<file path="src/rtl/rx9_pkg.sv">
package rx9_pkg;

  typedef enum logic [1:0] {
    RX_IDLE  = 2'd0,
    RX_START = 2'd1,
    RX_DATA  = 2'd2,
    RX_STOP  = 2'd3
  } rxState_t;

  typedef struct packed {
    logic holdA;   // capture sample at phase 8
    logic holdB;   // capture sample at phase 9
    logic shift;   // shift voted bit into payload register
    logic load;    // move payload to outputs and raise done
  } rxStrobe_t;

endpackage

</file>
<file path="src/rtl/rx9_datapath.sv">
module rx9_datapath
  import rx9_pkg::*;
#(
  parameter int SLOW_DIV = 4,
  parameter int FAST_DIV = 2,
  parameter int DATA_W   = 8
) (
  input  logic              clk,
  input  logic              rstN,
  input  logic              rxLine,
  input  logic              rateSel,
  input  logic              clrDone,
  input  rxStrobe_t         strobe,
  output logic              tick,
  output logic              fallTick,
  output logic              voteBit,
  output logic              ninthPend,
  output logic [DATA_W-1:0] dataOut,
  output logic              bit9Out,
  output logic              rxDone
);

  localparam int PRE_W = $clog2(SLOW_DIV) + 1;
  localparam int SR_W  = DATA_W + 1;
  localparam logic [PRE_W-1:0] SLOW_LIM = PRE_W'(SLOW_DIV - 1);
  localparam logic [PRE_W-1:0] FAST_LIM = PRE_W'(FAST_DIV - 1);

  logic [1:0]       syncQ;
  logic             lineS;
  logic             lineD;
  logic [PRE_W-1:0] preCnt;
  logic [PRE_W-1:0] preLim;
  logic             sampA;
  logic             sampB;
  logic [SR_W-1:0]  shiftReg;

  // two-flop synchronizer on the asynchronous line
  always_ff @(posedge clk or negedge rstN) begin
    if (!rstN) syncQ <= 2'b11;
    else       syncQ <= {syncQ[0], rxLine};
  end
  assign lineS = syncQ[1];

  // oversampling tick prescaler
  assign preLim = rateSel ? FAST_LIM : SLOW_LIM;
  assign tick   = (preCnt >= preLim);

  always_ff @(posedge clk or negedge rstN) begin
    if (!rstN)     preCnt <= '0;
    else if (tick) preCnt <= '0;
    else           preCnt <= preCnt + 1'b1;
  end

  // ticks are never on back-to-back clocks
  tick_spacing_chk: assert property (@(posedge clk) disable iff (!rstN)
    tick |=> !tick);

  // 1-to-0 detector running at the tick rate
  always_ff @(posedge clk or negedge rstN) begin
    if (!rstN)     lineD <= 1'b1;
    else if (tick) lineD <= lineS;
  end
  assign fallTick = tick & lineD & ~lineS;

  // three-sample majority vote
  always_ff @(posedge clk or negedge rstN) begin
    if (!rstN) begin
      sampA <= 1'b1;
      sampB <= 1'b1;
    end else begin
      if (strobe.holdA) sampA <= lineS;
      if (strobe.holdB) sampB <= lineS;
    end
  end
  assign voteBit = (sampA & sampB) | (sampA & lineS) | (sampB & lineS);

  // payload shift register, first bit ends in the lowest position
  always_ff @(posedge clk or negedge rstN) begin
    if (!rstN)             shiftReg <= '0;
    else if (strobe.shift) shiftReg <= {voteBit, shiftReg[SR_W-1:1]};
  end
  assign ninthPend = shiftReg[SR_W-1];

  // output buffer and sticky completion flag
  always_ff @(posedge clk or negedge rstN) begin
    if (!rstN) begin
      dataOut <= '0;
      bit9Out <= 1'b0;
      rxDone  <= 1'b0;
    end else if (strobe.load) begin
      dataOut <= shiftReg[DATA_W-1:0];
      bit9Out <= shiftReg[SR_W-1];
      rxDone  <= 1'b1;
    end else if (clrDone) begin
      rxDone  <= 1'b0;
    end
  end


  done_sticky_chk: assert property (@(posedge clk) disable iff (!rstN)
    rxDone && !clrDone |=> rxDone);


  done_clear_chk: assert property (@(posedge clk) disable iff (!rstN)
    clrDone && !strobe.load |=> !rxDone);


  data_only_on_new_done_chk: assert property (@(posedge clk) disable iff (!rstN)
    !$stable(dataOut) |-> $rose(rxDone));

endmodule

</file>
<file path="src/rtl/rx9_control.sv">
module rx9_control
  import rx9_pkg::*;
#(
  parameter int DATA_W = 8
) (
  input  logic      clk,
  input  logic      rstN,
  input  logic      rxEn,
  input  logic      mpMode,
  input  logic      tick,
  input  logic      fallTick,
  input  logic      voteBit,
  input  logic      doneFlag,
  input  logic      ninthPend,
  output rxStrobe_t strobe
);

  localparam int IDX_W = $clog2(DATA_W + 1) + 1;
  localparam logic [IDX_W-1:0] LAST_IDX = IDX_W'(DATA_W);
  localparam logic [3:0] PH_A = 4'd8;
  localparam logic [3:0] PH_B = 4'd9;
  localparam logic [3:0] PH_V = 4'd10;

  rxState_t         state;
  logic [3:0]       phase;
  logic [IDX_W-1:0] bitIdx;
  logic             busy;
  logic             decide;

  assign busy   = (state != RX_IDLE);
  assign decide = tick && busy && (phase == PH_V);

  always_ff @(posedge clk or negedge rstN) begin
    if (!rstN) begin
      state  <= RX_IDLE;
      phase  <= '0;
      bitIdx <= '0;
    end else if (!rxEn) begin
      state  <= RX_IDLE;
    end else if (tick) begin
      if (!busy) begin
        if (fallTick) begin
          state <= RX_START;
          phase <= 4'd1;
        end
      end else begin
        phase <= phase + 4'd1;
        if (phase == PH_V) begin
          unique case (state)
            RX_START: begin
              if (voteBit) state <= RX_IDLE;
              else begin
                state  <= RX_DATA;
                bitIdx <= '0;
              end
            end
            RX_DATA: begin
              if (bitIdx == LAST_IDX) state <= RX_STOP;
              else                    bitIdx <= bitIdx + 1'b1;
            end
            RX_STOP: state <= RX_IDLE;
            default: state <= RX_IDLE;
          endcase
        end
      end
    end
  end

  always_comb begin
    strobe       = '0;
    strobe.holdA = tick && busy && (phase == PH_A);
    strobe.holdB = tick && busy && (phase == PH_B);
    strobe.shift = decide && (state == RX_DATA);
    strobe.load  = decide && (state == RX_STOP) && !doneFlag
                   && (!mpMode || ninthPend);
  end


  disabled_idle_chk: assert property (@(posedge clk) disable iff (!rstN)
    !rxEn |=> state == RX_IDLE);


  bit_index_range_chk: assert property (@(posedge clk) disable iff (!rstN)
    bitIdx <= LAST_IDX);


  one_sample_per_tick_chk: assert property (@(posedge clk) disable iff (!rstN)
    $countones({strobe.holdA, strobe.holdB, decide}) <= 1);

endmodule

</file>
<file path="src/rtl/rx9_top.sv">
module rx9_top
  import rx9_pkg::*;
#(
  parameter int SLOW_DIV = 4,
  parameter int FAST_DIV = 2,
  parameter int DATA_W   = 8
) (
  input  logic              clk,
  input  logic              rstN,
  input  logic              rxEn,
  input  logic              rxLine,
  input  logic              rateSel,
  input  logic              mpMode,
  input  logic              clrDone,
  output logic [DATA_W-1:0] dataOut,
  output logic              bit9Out,
  output logic              rxDone
);

  rxStrobe_t strobe;
  logic      tick;
  logic      fallTick;
  logic      voteBit;
  logic      ninthPend;

  rx9_control #(.DATA_W(DATA_W)) i_control (
    .clk       (clk),
    .rstN      (rstN),
    .rxEn      (rxEn),
    .mpMode    (mpMode),
    .tick      (tick),
    .fallTick  (fallTick),
    .voteBit   (voteBit),
    .doneFlag  (rxDone),
    .ninthPend (ninthPend),
    .strobe    (strobe)
  );

  rx9_datapath #(
    .SLOW_DIV (SLOW_DIV),
    .FAST_DIV (FAST_DIV),
    .DATA_W   (DATA_W)
  ) i_datapath (
    .clk       (clk),
    .rstN      (rstN),
    .rxLine    (rxLine),
    .rateSel   (rateSel),
    .clrDone   (clrDone),
    .strobe    (strobe),
    .tick      (tick),
    .fallTick  (fallTick),
    .voteBit   (voteBit),
    .ninthPend (ninthPend),
    .dataOut   (dataOut),
    .bit9Out   (bit9Out),
    .rxDone    (rxDone)
  );


  mp_ninth_set_chk: assert property (@(posedge clk) disable iff (!rstN)
    $rose(rxDone) && $past(mpMode) |-> bit9Out);

endmodule

</file>
<file path="config.mk">
export PLATFORM = sky130hd
export DESIGN_NAME = rx9_top
export DESIGN_NICKNAME = d
export VERILOG_FILES = /design/src/rtl/rx9_pkg.sv /design/src/rtl/rx9_datapath.sv /design/src/rtl/rx9_control.sv /design/src/rtl/rx9_top.sv
export SDC_FILE = /design/constraint.sdc
export NUM_CORES = 1
export LEC_CHECK = 0
export ABC_AREA = 0
export ABC_CLOCK_PERIOD_IN_PS = 2000
export BUFFER_PORTS_ARGS = -buffer_cell sky130_fd_sc_hd__clkbuf_2
export CAP_MARGIN = 20
export CORE_UTILIZATION = 52
export CTS_CLUSTER_DIAMETER = 30
export DETAILED_ROUTE_END_ITERATION = 8
export PLACE_DENSITY_LB_ADDON = 0.3
export SYNTH_ARGS = -nofsm -noshare
export SYNTH_HDL_FRONTEND = slang
export SYNTH_SLANG_ARGS = --single-unit
</file>
<file path="constraint.sdc">
create_clock -name clk -period 2 [get_ports clk]
set_clock_uncertainty 0.1 [all_clocks]
set_input_delay 0.3 -clock clk [delete_from_list [all_inputs] [get_ports clk]]
set_output_delay 0.3 -clock clk [all_outputs]
set_load 0.1 [all_outputs]
</file>
# Word-level counts from Yosys, hierarchy flattened
# Index checks and enable logic that the tools add are counted.
totals:
  reg_bits: 38
  inputBits: 7
  output_inout_bits: 10
  word_cells: 72
classes:
  add_sub_neg: 3
  magnitude_cmp: 1
  n_eq_ne: 13
  mux: 17
  bitwise: 8
  reduce_logical: 18
ops:
  columns: ["operator", "n"]
  rows:
  - ["2-bit two-way mux", 8]
  - ["4-bit equality test, second input constant", 3]
  - ["5-bit two-way mux", 2]
  - ["5-bit one-hot mux with 2 select lines", 1]
  - ["1-bit logical AND", 8]
  - ["4-bit two-way mux", 2]
  - ["2-bit nonzero test", 4]
  - ["7-bit AND reduction", 1]
  - ["5-bit by 1-bit adder with 5-bit output, second input constant", 1]
  - ["1-bit bitwise AND", 5]
  - ["5-bit by 4-bit equality test with 1-bit output, second input constant", 1]
  - ["4-bit by 1-bit adder with 4-bit output, second input constant", 1]
  - ["2-bit equality test, second input constant", 2]
  - ["2-bit != test, second input constant", 2]
  - ["4-bit != test, second input constant", 1]
  - ["2-bit one-hot mux with 2 select lines", 1]
  - ["4-bit AND reduction", 1]
  - ["3-bit by 1-bit adder with 3-bit output, second input constant", 1]
  - ["3-bit greater-or-equal comparator", 1]
  - ["3-bit two-way mux", 1]
  - ["3-bit by 1-bit != test with 1-bit output, second input constant", 1]
  - ["3-bit != test, second input constant", 1]
  - ["3-bit AND reduction", 1]
  - ["2-bit by 1-bit equality test with 1-bit output, second input constant", 1]
  - ["other kinds (6)", 9]

# Longest topological paths before layout
depth:
  word_depth: 9
  ltp_mapped: 8
  depth_no_buf: 6

# Hierarchy
# Synthesis repeated with hierarchy kept, for this count alone.
hier_totals:
  cells_unflattened: 148
  area_unflattened_um2: 1826.8
by_module_without_submodules:
  columns: ["mod", "instances", "cells_each", "area_per_inst_um2", "seq_area_each_um2"]
  rows:
  - ["rx9_datapath", 1, 61, 1021.0, 681.9]
  - ["rx9_control", 1, 87, 805.8, 275.3]

# Least setup slack after synthesis
# No wires, ideal clock.
synth_path:
  kind: "register to register"
  from: "register i_datapath.preCnt[1]"
  to: "register i_datapath.bit9Out"
  arrival_ns: 1.810
  required_ns: 1.774
  slack_ns: -0.036
  stages_incl_launch_ff: 7
  synth_period_minus_slack_ns: 2.036
  cell_sequence: "dfrtp_1 -> ha_1 -> a211oi_2 -> buf_2 -> nor2_2 -> o2111ai_2 -> mux2_2"
synth_between:
  elab_chain_cells: 6
synth_rtl:
  columns: ["element", "line", "text"]
  rows:
  - ["start: declaration", "rx9_datapath.sv:31", "logic [PRE_W-1:0] preCnt;"]
  - ["start signal: assignment", "rx9_datapath.sv:51", "else preCnt <= preCnt + 1'b1;"]
  - ["3-bit greater-or-equal comparator", "rx9_datapath.sv:46", "assign tick = (preCnt >= preLim);"]
  - ["1-bit logical AND (2 in a row)", "rx9_control.sv:31", "assign decide = tick && busy && (phase == PH_V);"]
  - ["1-bit logical AND (2 in a row)", "rx9_control.sv:74", "strobe.load = decide && (state == RX_STOP) && !doneFlag"]
  - ["1-bit logical AND", "rx9_control.sv:75", "&& (!mpMode || ninthPend);"]
  - ["end signal: assignment", "rx9_datapath.sv:92", "bit9Out <= shiftReg[SR_W-1];"]
  - ["end: declaration", "rx9_datapath.sv:19", "output logic bit9Out,"]
# No other way between the ends.
# A chain may end at the register's enable or synchronous reset.

# Final worst setup path
layout_path:
  from: "register i_datapath.preCnt[1]"
  to: "register i_control.bitIdx[3]"
layout_between:
  elab_chain_cells: 2
layout_rtl:
  columns: ["element", "line", "text"]
  rows:
  - ["3-bit greater-or-equal comparator", "rx9_datapath.sv:46", null]
  - ["7-bit AND reduction (no source line)", null, null]
  - ["end signal: assignment", "rx9_control.sv:59", "else bitIdx <= bitIdx + 1'b1;"]
  - ["end: declaration", "rx9_control.sv:26", "logic [IDX_W-1:0] bitIdx;"]
# No other way between the ends.

==> out/metrics.yaml <==
endpoint_kind: "flip-flop"
drt_first_iter_violations: 60
status: "finished, final reports clean"
clock_tree.root_cell: "clkbuf_4"
clk_latency_ns: 0.36
io_buffers: 16
syn-cell-area_um2: 1856
grt_setup_unrepaired: "true"
ys_types: 43
vias: 1274
cts_buffer_depth: 2
drv_slew: 0
max_freq_mhz: 512.2
routedWlPerCell_um: 14.32
dp_hpwl_um: 2424
antennaDiodeCount: 0
grt_first_pass_wirelength_um: 5416
ys_warn_count: 0
path_class: "flip-flop to flip-flop"
cts.sinks: 38
track_usage_pct: 20.59
synth_fp_nets: 168
routed_wl_um: 3323
pre_cts_ws_ns: -0.1306
route.detailed.drc: 0
grt_start_max_net_pins: 39
drive_gt1_share_pct: 40.86
post-route-period-util_pct: 97.61
hold_viol_final: 0
final_net_count: 204
cts-buffers-inserted: 5
syn_to_final_growth_pct: 19.56
die_y_um: 61.74
yosysTopAreaCell: "dfrtp_1"
slew_headroom_pct: 63.50
synth-edff-count: 0
initial_core_util_pct: 54.74
utilization_pct: 65.45
cts_setup_buffers: 0
core-area_um2: 3390
max_cap_violations: 0
synthTopCellsByCount: "dfrtp_1, mux2_2, inv_1, ha_1"
first_global_vias: 1201
syn_inst: 149
synth-seq-area-share_pct: 51.58
avgSynthCellArea_um2: 12.45
clk_pin_slew_ns: 0.12
ant_nets: 0
critPathRequiredTime_ns: 2.14
htreeDepth: 2
synth.area.top_cells: "dfrtp_1, mux2_2, ha_1"
async_flop_share_pct: 100.0
p_leak_nw: 1.092
drt_first_pass_iters: 4
finalPower_mw: 2.110
cts_tree: "built"
synth_top_cell_area_share_pct: 44.50
fin_setup_tns_ns: 0
io_pins: 17
worst_pin_slew_ns: 0.5499
worst_slack_ns: 0.04782
ys_ff_latch: 38
dieArea_um2: 3811
cellPowerDensity_nw_per_um2: 951.1
final-setup-viol-count: 0
cp_data_arrival_time_ns: 2.09
hp-class: "input port to flip-flop"
place_congestion: 0.7872
critPathMaxFanout: 10
dieWidth_um: 61.74
fillers: 267
grt-ovfl-total: 0
final.min_clock_period_ns: 1.952
rows: 21
peakVddDrop_v: 0.0006258
antenna_found_initial: 0
synth.most_common_cell: "dfrtp_1"
startpoint_type: "flip-flop"
viasPerCell: 5.491
synth_flop_cell: "dfrtp_1"
==> routing by layer <==
| metal | global-route usage [%] | share of wire, % | up-vias |
|---|---|---|---|
| met3 | 4.348 | 3.6 | 11 |
| met5 | 0 | 0 | - |
| li1 | - | - | 610 |
| met2 | 34.41 | 50 | 25 |
| met1 | 24.90 | 44 | 628 |
| met4 | 11.43 | 2.0 | 0 |
==> sequential cells by signal, summed over array words and instances, names as in the netlist <==
signal and count:
i_datapath.sampB 1, i_control.phase 4, i_control.state 2, i_datapath.shiftReg 9, i_datapath.lineD 1, i_datapath.sampA 1, i_datapath.rxDone 1, i_datapath.dataOut 8
i_datapath.syncQ 2, i_datapath.bit9Out 1, i_datapath.preCnt 3, i_control.bitIdx 5
==> metrics by stage <==
stage               instance area (um2)  instances  hold WS [ns]
CTS                                2210        232       0.02376
global route                       2218        232       0.03328
finish                             2218        232       0.03121
detailed placement                 2078        222        0.2510
floorplan                          1858        149      -0.09559
global placement                   2078        222        0.2486
==> worst max-delay path, cell delays in order (launching register included) <==
cell	delay (ns)
dfrtp_1	0.41
ha_1	0.30
a211oi_2	0.29
buf_6	0.20
a2111oi_4	0.04
buf_4	0.15
a41oi_1	0.21
o22ai_1	0.12
==> logic make-up after synthesis <==
group	share of synthesized area, %
DFF	51.58
and+or+nand+nor	10.79
AOI/OAI and AO/OA	11.60
adders and majority gates	8.631
muxes	13.28
buffers and inverters	4.113
==> final cells by class <==
class | count | area (um2) | area share, %
clock buffer | 5 | 37.54 | 1.692
clock inverter | 3 | 68.82 | 3.102
inverter | 13 | 48.80 | 2.200
multi-input combinational | 94 | 832.0 | 37.51
sequential | 38 | 957.2 | 43.15
tap | 46 | 57.56 | 2.594
timing repair buffer | 33 | 216.5 | 9.757
==> placed cells by master (no fill, tap or decap), types with 2 or more instances in the layout <==
cell,count
a32o_1,3
and2_1,4
dfstp_2,5
buf_4,14
mux2_2,21
bufinv_16,2
nor2_1,6
nand3_1,6
clkbuf_4,5
o32ai_1,2
dfrtp_1,33
a21oi_1,4
ha_1,12
o21ai_0,3
a211oi_2,2
clkbuf_2,16
nand2_1,6
dlygate4sd3_1,2
inv_1,12
nor3_1,2
==> power breakdown <==
group	total [mW]	internal, mW	switching [mW]	leakage [nW]
Sequential	0.934	0.859	0.0747	0.489
Combinational	0.520	0.247	0.272	0.548
Clock	0.656	0.391	0.265	0.0554
==> worst paths after layout <==
path	start	to	slack (ns)	cells after the start
worst min register to register	i_datapath.syncQ[0]	i_datapath.syncQ[1]	0.27	0
worst min-delay path	clrDone	i_datapath.rxDone	0.03	2
max in group asynchronous	rstN	i_datapath.syncQ[0]	1.03	3
worst max-delay path	i_datapath.preCnt[1]	i_control.bitIdx[3]	0.05	7
min in group asynchronous	rstN	i_control.bitIdx[2]	0.41	3
worst max register to register	i_datapath.preCnt[1]	i_control.bitIdx[3]	0.05	7
==> repair_timing <==
item                                   in CTS  in global routing
hold buffers                                2                  0
gates resized for setup                     1                  4
setup endpoints to repair                   4                 17
pin swaps                                   0                  2
endpoints found under the hold margin      34                  0
Power figures use the tool's default switching activity.
